<file path="config.mk">
export PLATFORM = sky130hd
export DESIGN_NAME = entropy_crc_top
export DESIGN_NICKNAME = d
export VERILOG_FILES = /design/src/rtl/entropy_crc_pkg.sv /design/src/rtl/entropy_mixer.sv /design/src/rtl/crc_accum.sv /design/src/rtl/read_interlock.sv /design/src/rtl/entropy_crc_top.sv
export SDC_FILE = /design/constraint.sdc
export NUM_CORES = 1
export LEC_CHECK = 0
export BUFFER_PORTS_ARGS = -buffer_cell sky130_fd_sc_hd__buf_2
export CORE_MARGIN = 10
export CORE_UTILIZATION = 54
export DETAILED_ROUTE_END_ITERATION = 10
export HOLD_SLACK_MARGIN = 0.06
export PLACE_DENSITY = 0.8
export SLEW_MARGIN = 15
export SYNTH_ARGS = -nofsm -noshare
export SYNTH_HDL_FRONTEND = slang
export SYNTH_HIERARCHICAL = 1
export SYNTH_SLANG_ARGS = --single-unit
</file>
<file path="constraint.sdc">
create_clock -name clk_i -period 2.54 [get_ports clk_i]
set_clock_uncertainty 0.1 [all_clocks]
set_input_delay 0.381 -clock clk_i [delete_from_list [all_inputs] [get_ports clk_i]]
set_output_delay 0.381 -clock clk_i [all_outputs]
set_load 0.02 [all_outputs]
</file>
<file path="src/rtl/entropy_crc_pkg.sv">
package entropy_crc_pkg;
  localparam int N_SRC   = 3;
  localparam int CRC_W   = 64;
  localparam int WAIT_W  = 16;
  localparam logic [CRC_W-1:0] CRC_POLY = 64'h231D_CEE9_1262_B8A3;
  localparam logic [1:0] OSEL_NOOUT = 2'b10;

  typedef struct packed {
    logic [WAIT_W-1:0] wait_cnt;
    logic [1:0]        vco_sel;
    logic [1:0]        out_sel;
    logic              lock_en;
    logic [N_SRC-1:0]  src_en;
  } ctl_t;

  localparam int CTL_BITS = $bits(ctl_t);
endpackage

</file>
<file path="src/rtl/entropy_mixer.sv">
module entropy_mixer #(
  parameter int N = 3
) (
  input  logic [N-1:0] raw_i,
  input  logic [N-1:0] en_i,
  output logic         bit_o
);
  logic [N-1:0] gated;

  for (genvar k = 0; k < N; k++) begin : g_src
    assign gated[k] = raw_i[k] & en_i[k];
  end

  assign bit_o = ^gated;
endmodule

</file>
<file path="src/rtl/crc_accum.sv">
module crc_accum #(
  parameter int             W    = 64,
  parameter logic [W-1:0]   POLY = '1
) (
  input  logic         clk_i,
  input  logic         rst_ni,
  input  logic         bit_i,
  output logic [W-1:0] state_o
);
  logic [W-1:0] state_q;
  logic         fb;

  assign fb = state_q[W-1] ^ bit_i;

  always_ff @(posedge clk_i or negedge rst_ni) begin
    if (!rst_ni) state_q <= '0;
    else         state_q <= {state_q[W-2:0], 1'b0} ^ (fb ? POLY : '0);
  end

  assign state_o = state_q;

  AST_CRC_ZERO_FB: assert property (@(posedge clk_i) disable iff (!rst_ni)
    (bit_i == state_q[W-1]) |=> !state_q[0]) else $error("zero feedback set lsb");
  AST_CRC_ZERO_HOLD: assert property (@(posedge clk_i) disable iff (!rst_ni)
    (state_q == '0 && !bit_i) |=> (state_q == '0)) else $error("zero state left");
endmodule

</file>
<file path="src/rtl/read_interlock.sv">
module read_interlock #(
  parameter int WAIT_W = 16
) (
  input  logic              clk_i,
  input  logic              rst_ni,
  input  logic              lock_en_i,
  input  logic [WAIT_W-1:0] wait_i,
  input  logic              valid_i,
  output logic              ready_o
);
  logic [WAIT_W-1:0] cnt_q;
  logic              acc;

  assign ready_o = !lock_en_i || (cnt_q >= wait_i);
  assign acc     = valid_i && ready_o;

  // restart on accept, saturate at the wait count
  always_ff @(posedge clk_i or negedge rst_ni) begin
    if (!rst_ni)             cnt_q <= '0;
    else if (acc)            cnt_q <= '0;
    else if (cnt_q < wait_i) cnt_q <= cnt_q + 1'b1;
  end

  AST_STALL_AFTER_READ: assert property (@(posedge clk_i) disable iff (!rst_ni)
    (acc && lock_en_i && wait_i != '0) |=> (!ready_o || !$stable(wait_i) || !lock_en_i))
    else $error("read not stalled after accept");
  AST_READY_PERSISTS: assert property (@(posedge clk_i) disable iff (!rst_ni)
    (ready_o && !acc) |=> (ready_o || !$stable(wait_i) || !$stable(lock_en_i)))
    else $error("ready dropped while idle");
endmodule

</file>
<file path="src/rtl/entropy_crc_top.sv">
module entropy_crc_top
  import entropy_crc_pkg::*;
#(
  parameter int RST_WAIT = 8
) (
  input  logic                clk_i,
  input  logic                rst_ni,
  input  logic                ctl_we_i,
  input  logic [CTL_BITS-1:0] ctl_wdata_i,
  output logic [CTL_BITS-1:0] ctl_rdata_o,
  input  logic [N_SRC-1:0]    raw_i,
  input  logic                rd_valid_i,
  output logic                rd_ready_o,
  output logic [CRC_W-1:0]    rd_data_o
);
  localparam ctl_t CTL_RST = '{
    wait_cnt: WAIT_W'(RST_WAIT),
    vco_sel:  2'b00,
    out_sel:  2'b00,
    lock_en:  1'b1,
    src_en:   {N_SRC{1'b1}}
  };

  ctl_t             ctl_q;
  logic             mix_bit;
  logic [CRC_W-1:0] crc_state;

  always_ff @(posedge clk_i or negedge rst_ni) begin
    if (!rst_ni)       ctl_q <= CTL_RST;
    else if (ctl_we_i) ctl_q <= ctl_t'(ctl_wdata_i);
  end

  assign ctl_rdata_o = ctl_q;

  entropy_mixer #(.N(N_SRC)) u_mixer (
    .raw_i (raw_i),
    .en_i  (ctl_q.src_en),
    .bit_o (mix_bit)
  );

  crc_accum #(.W(CRC_W), .POLY(CRC_POLY)) u_crc (
    .clk_i   (clk_i),
    .rst_ni  (rst_ni),
    .bit_i   (mix_bit),
    .state_o (crc_state)
  );

  read_interlock #(.WAIT_W(WAIT_W)) u_lock (
    .clk_i     (clk_i),
    .rst_ni    (rst_ni),
    .lock_en_i (ctl_q.lock_en),
    .wait_i    (ctl_q.wait_cnt),
    .valid_i   (rd_valid_i),
    .ready_o   (rd_ready_o)
  );

  assign rd_data_o = (ctl_q.out_sel == OSEL_NOOUT) ? '0 : crc_state;

  AST_SRC_OFF_NO_EFFECT: assert property (@(posedge clk_i) disable iff (!rst_ni)
    (ctl_q.src_en == '0 && crc_state == '0) |=> (crc_state == '0 || $past(ctl_we_i)))
    else $error("disabled sources changed state");
endmodule

</file>
# [After elaboration in Yosys (flattened, before gate mapping)]
# Cells that the tools add are included.
[word_totals] in_bits=31 out_inout_bits=89 mem_bits_ro=0 ff_bits=104 ramBits=0 memories=0 latchBits=0
[op_classes] muxes=4 n_eq_ne=1 bitwise=5 reduce_logical=5 n_mul=0 add_sub_neg=1 n_shift=0 div=0 n_lt_le_gt_ge=2
[ops] op="64-bit 2-to-1 mux" n=1
[ops] op="64-bit bitwise XOR" n=1
[ops] op="62-bit 2-to-1 mux" n=1
[ops] op="16-bit 2-to-1 mux" n=2
[ops] op="16-bit by 1-bit adder with 16-bit output (second input constant)" n=1
[ops] op="16-bit greater-or-equal comparator" n=1
[ops] op="16-bit less-than comparator" n=1
[ops] op="1-bit bitwise AND" n=3
[ops] op="3-bit XOR reduction" n=1
[ops] op="2-bit equality test (second input constant)" n=1
[ops] op="2-bit nonzero test" n=1
[ops] op="1-bit logical AND" n=1
[ops] op="1-bit logical NOT" n=1
[ops] op="1-bit logical OR" n=1
[ops] op="1-bit bitwise XOR" n=1

# [Longest topological paths before layout]
[logic_depth] ltp_word=5 ltp_mapped=9 depth_no_buf=8

# [Modules after synthesis]
# The synthesis kept the hierarchy.
[modules_own_cells] module="crc_accum" area_per_inst_um2=2368.5 instances=1 cells_each=101
[modules_own_cells] module="entropy_crc_top" area_per_inst_um2=1496.4 instances=1 cells_each=123
[modules_own_cells] module="read_interlock" area_per_inst_um2=1353.8 instances=1 cells_each=154
[modules_own_cells] module="entropy_mixer" area_per_inst_um2=33.8 instances=1 cells_each=4

# [Worst setup path after synthesis]
# OpenSTA, ideal clock, no wires.
[synth_path] kind="register to output" startpoint="reg ctl_q, in the netlist ctl_rdata_o[21]" endpoint="out rd_ready_o" arrival_ns=2.000 path_stages_with_launch=8 setup_slack_ns=0.059 cell_sequence="dfrtp_1 -> inv_1 -> ha_1 -> nand4_1 -> or3_4 -> a211o_4 -> and3_4 -> nand2_1"
[synth_between] elab_chain_cells=2
[synth_lines] item="from (decl)" line_no="entropy_crc_top.sv:24" text="ctl_t ctl_q;"
[synth_lines] item="from (signal assigned)" line_no="entropy_crc_top.sv:30" text="else if (ctl_we_i) ctl_q <= ctl_t'(ctl_wdata_i);"
[synth_lines] item="16-bit greater-or-equal comparator" line_no="read_interlock.sv:14" text="assign ready_o = !lock_en_i || (cnt_q >= wait_i);"
[synth_lines] item="1-bit logical OR" line_no="read_interlock.sv:14"
[synth_lines] item="to (decl)" line_no="entropy_crc_top.sv:13" text="output logic rd_ready_o,"
# Every way passes these cells.

# [Worst setup path after layout]
[layout_path] startpoint="reg u_lock.cnt_q[14]" endpoint="out rd_ready_o"
[layout_between] elab_chain_cells=2
[layout_lines] item="from (decl)" line_no="read_interlock.sv:11" text="logic [WAIT_W-1:0] cnt_q;"
[layout_lines] item="from (signal assigned)" line_no="read_interlock.sv:21" text="else if (cnt_q < wait_i) cnt_q <= cnt_q + 1'b1;"
[layout_lines] item="16-bit greater-or-equal comparator" line_no="read_interlock.sv:14"
[layout_lines] item="1-bit logical OR" line_no="read_interlock.sv:14"
# Every way passes these cells.

==> flow_summary.toml <==
[outcome]
status = "complete, but fails checks"
failed_checks = "setup timing"

[yosys]
ys.warnings.count = 6
avgSynthCellArea_um2 = 13.75
syn_inst = 382
synth.distinct_cells = 46
ys_ff_latch = 104
synth_edf_count = 0
synth_async_sr_flop_share_pct = 100.0
yosysSeqAreaShare_pct = 49.67
synth_area_um2 = 5253
syn_nets = 430
synth_flop_cell = "dfrtp_1"

[route]
drtIter0Drc = 168
drc_errors = 0
vias_per_cell = 5.198
routed_wl_mm = 11.18
dr.pass1.iters = 4
wire_per_inst_um = 17.31
detail-route-antenna-nets = 0
via_count = 3358

[job]
drv_cap = 0

[setup_path]
start_kind = "register"
critPathKind = "reg2out"
crit_arrival_ns = 2.25
end_kind = "output port"
worstPathMaxFanout = 4
worstPathRequired_ns = 2.06

[floorplan]
start_util_pct = 56.05
num_rows = 35
fp.dieArea_um2 = 14070
core_um2 = 9371
die_h_um = 118.6
dieWidth_um = 118.6
pin_count = 120

[global_routing]
grt_usage_pct = 15.71
grt_max_degree = 65
grt_pass1_vias = 3523
grt-ovfl-total = 0
grt_pass1_wl_mm = 18.19
antenna_found_initial = 0

[clock_network]
clk_latency_ns = 0.37
numCtsBuffers = 9
cts_tree = "done"
htreeDepth = 3
clockBufferDepth = 2
clkSinkCount = 104
cts-root-buf = "clkbuf_8"
clkTransAtPathRegs_ns = 0.09

[layout]
drive_gt1_share_pct = 40.23
seq_area_um2 = 2609
syn_to_final_growth_pct = 20.68
diodes = 0
final_util_pct = 67.64
final_common_cell = "buf_2"
fillerInstances = 701
final_cell_mix = "117 x buf_2, 99 x dfrtp_1, 64 x and2_1"
fin_nets = 560
finalNonFillerCells = 646
multi_input_area_um2 = 2427

[power_and_ir_drop]
cellPowerDensity_nw_per_um2 = 1100
power_leakage_nw = 3.195
ir_worst_vdd_mv = 0.5133
total_power_w = 0.006970

[timing]
worst_pin_slew_ns = 0.7551
max_freq_mhz = 365.8
fin_crit_ns = 2.734
setup_viol = 15
timing.final.hold_violations = 0
finalMaxSlewViolations = 0
timing.final.ws_setup_ns = -0.1941
relSlewSlack_pct = 49.66
rsz0062_at_grt = "true"
fin_crit_sh_pct = 107.6

[place]
numPlacedInstances = 622
io_buffers = 119
hpwl_mm = 8.049
gp_congestion = 0.9112

[min_path]
hp-class = "in2reg"
## routing by layer
metal / global-route usage [%] / vias up / wire length, um
met4: 5.878 / 0 / 216
met3: 4.426 / 17 / 676
met2: 27.66 / 118 / 5775
met5: 0 / - / 0
met1: 17.65 / 1647 / 4512
li1: - / 1576 / -
## cell families after synthesis
family	Yosys count	synth area share, %
flip-flops	104	49.67
XOR/XNOR	32	13.89
multiplexers	25	6.789
AO/OA/AOI/OAI	44	6.075
buffers and inverters	39	5.574
AND/OR/NAND/NOR	121	13.96
adder cells (fa/ha/maj)	17	4.049
## stage by stage
stage | TNS, ns | cell area, um2 | hold slack [ns] | setup slack (ns)
global placement | 0 | 5916 | 0.1876 | 0.07322
floorplan | 0 | 5253 | -0.01459 | 0.05945
global route | -2.919 | 6339 | 0.1255 | -0.2842
detailed placement | 0 | 5916 | 0.1957 | 0.02141
finish | -1.548 | 6339 | 0.1365 | -0.1941
CTS | -0.1769 | 6233 | 0.1222 | -0.1769
## where the power goes
part           internal, W  switching (W)
combinational      0.00166        0.00141
sequential         0.00228       0.000361
clock             0.000713       0.000548
## state kept, by name, indices dropped and copies added, names as in the netlist
register       count
u_lock/cnt_q      16
ctl_rdata_o       24
u_crc/state_o     64
## synthesized netlist by cell type (2+ instances only)
cell | count | area (um2)
o21ai_0 | 2 | 10.01
o211ai_1 | 2 | 15.01
o2111ai_1 | 2 | 17.52
buf_2 | 3 | 15.01
or3_1 | 4 | 25.02
dfstp_2 | 5 | 131.4
inv_1 | 20 | 75.07
o21ai_1 | 5 | 25.02
buf_6 | 12 | 135.1
nand3_1 | 8 | 40.04
mux2_4 | 20 | 300.3
nand4_1 | 6 | 37.54
nor2_1 | 5 | 18.77
ha_1 | 17 | 212.7
and3_1 | 5 | 31.28
nand2_1 | 13 | 48.80
nor2b_1 | 2 | 12.51
a21oi_1 | 16 | 80.08
dfrtp_1 | 99 | 2477
xor3_1 | 29 | 689.4
mux2_2 | 5 | 56.30
xor2_1 | 2 | 17.52
and2_1 | 64 | 400.4
buf_12 | 3 | 60.06
o31ai_1 | 6 | 45.04
or4_1 | 7 | 52.55
## timing repair
item / CTS / global route
resized for setup: 7 / 14
endpoints found under the setup margin: 2 / 14
pin swaps: 5 / 1
hold buffers: 1 / 0
cloned: 0 / 1
hold endpoints to repair: 17 / 0
setup buffers: 4 / 2
## worst max-delay path: stages, from the launching register on
cell and delay (ns):
dfrtp_1 0.42, ha_1 0.31, nand4_1 0.16, or3_4 0.38, a211o_4 0.28, and3_4 0.16, nand2_2 0.06, buf_6 0.11
## path summary, 6_finish.rpt
path | from | to | slack, ns | depth (start not counted)
max | u_lock/cnt_q[14] | rd_ready_o | -0.19 | 7
min | ctl_wdata_i[21] | ctl_rdata_o[21] | 0.14 | 2
max reg2reg | u_lock/cnt_q[14] | u_lock/cnt_q[6] | -0.13 | 10
min in group asynchronous | rst_ni | u_crc/state_o[34] | 0.35 | 2
min reg2reg | u_crc/state_o[52] | u_crc/state_o[53] | 0.27 | 0
max in group asynchronous | rst_ni | ctl_rdata_o[11] | 1.32 | 3
## layout make-up
class	instances	share of cell area [%]
inverters	20	1.184
repair buffers	138	12.81
well taps	129	2.546
multi-input cells	239	38.29
clock inverters	4	1.559
clock buffers	12	2.448
flip-flops and latches	104	41.16
Note: power is estimated with default switching activity, not from simulation.
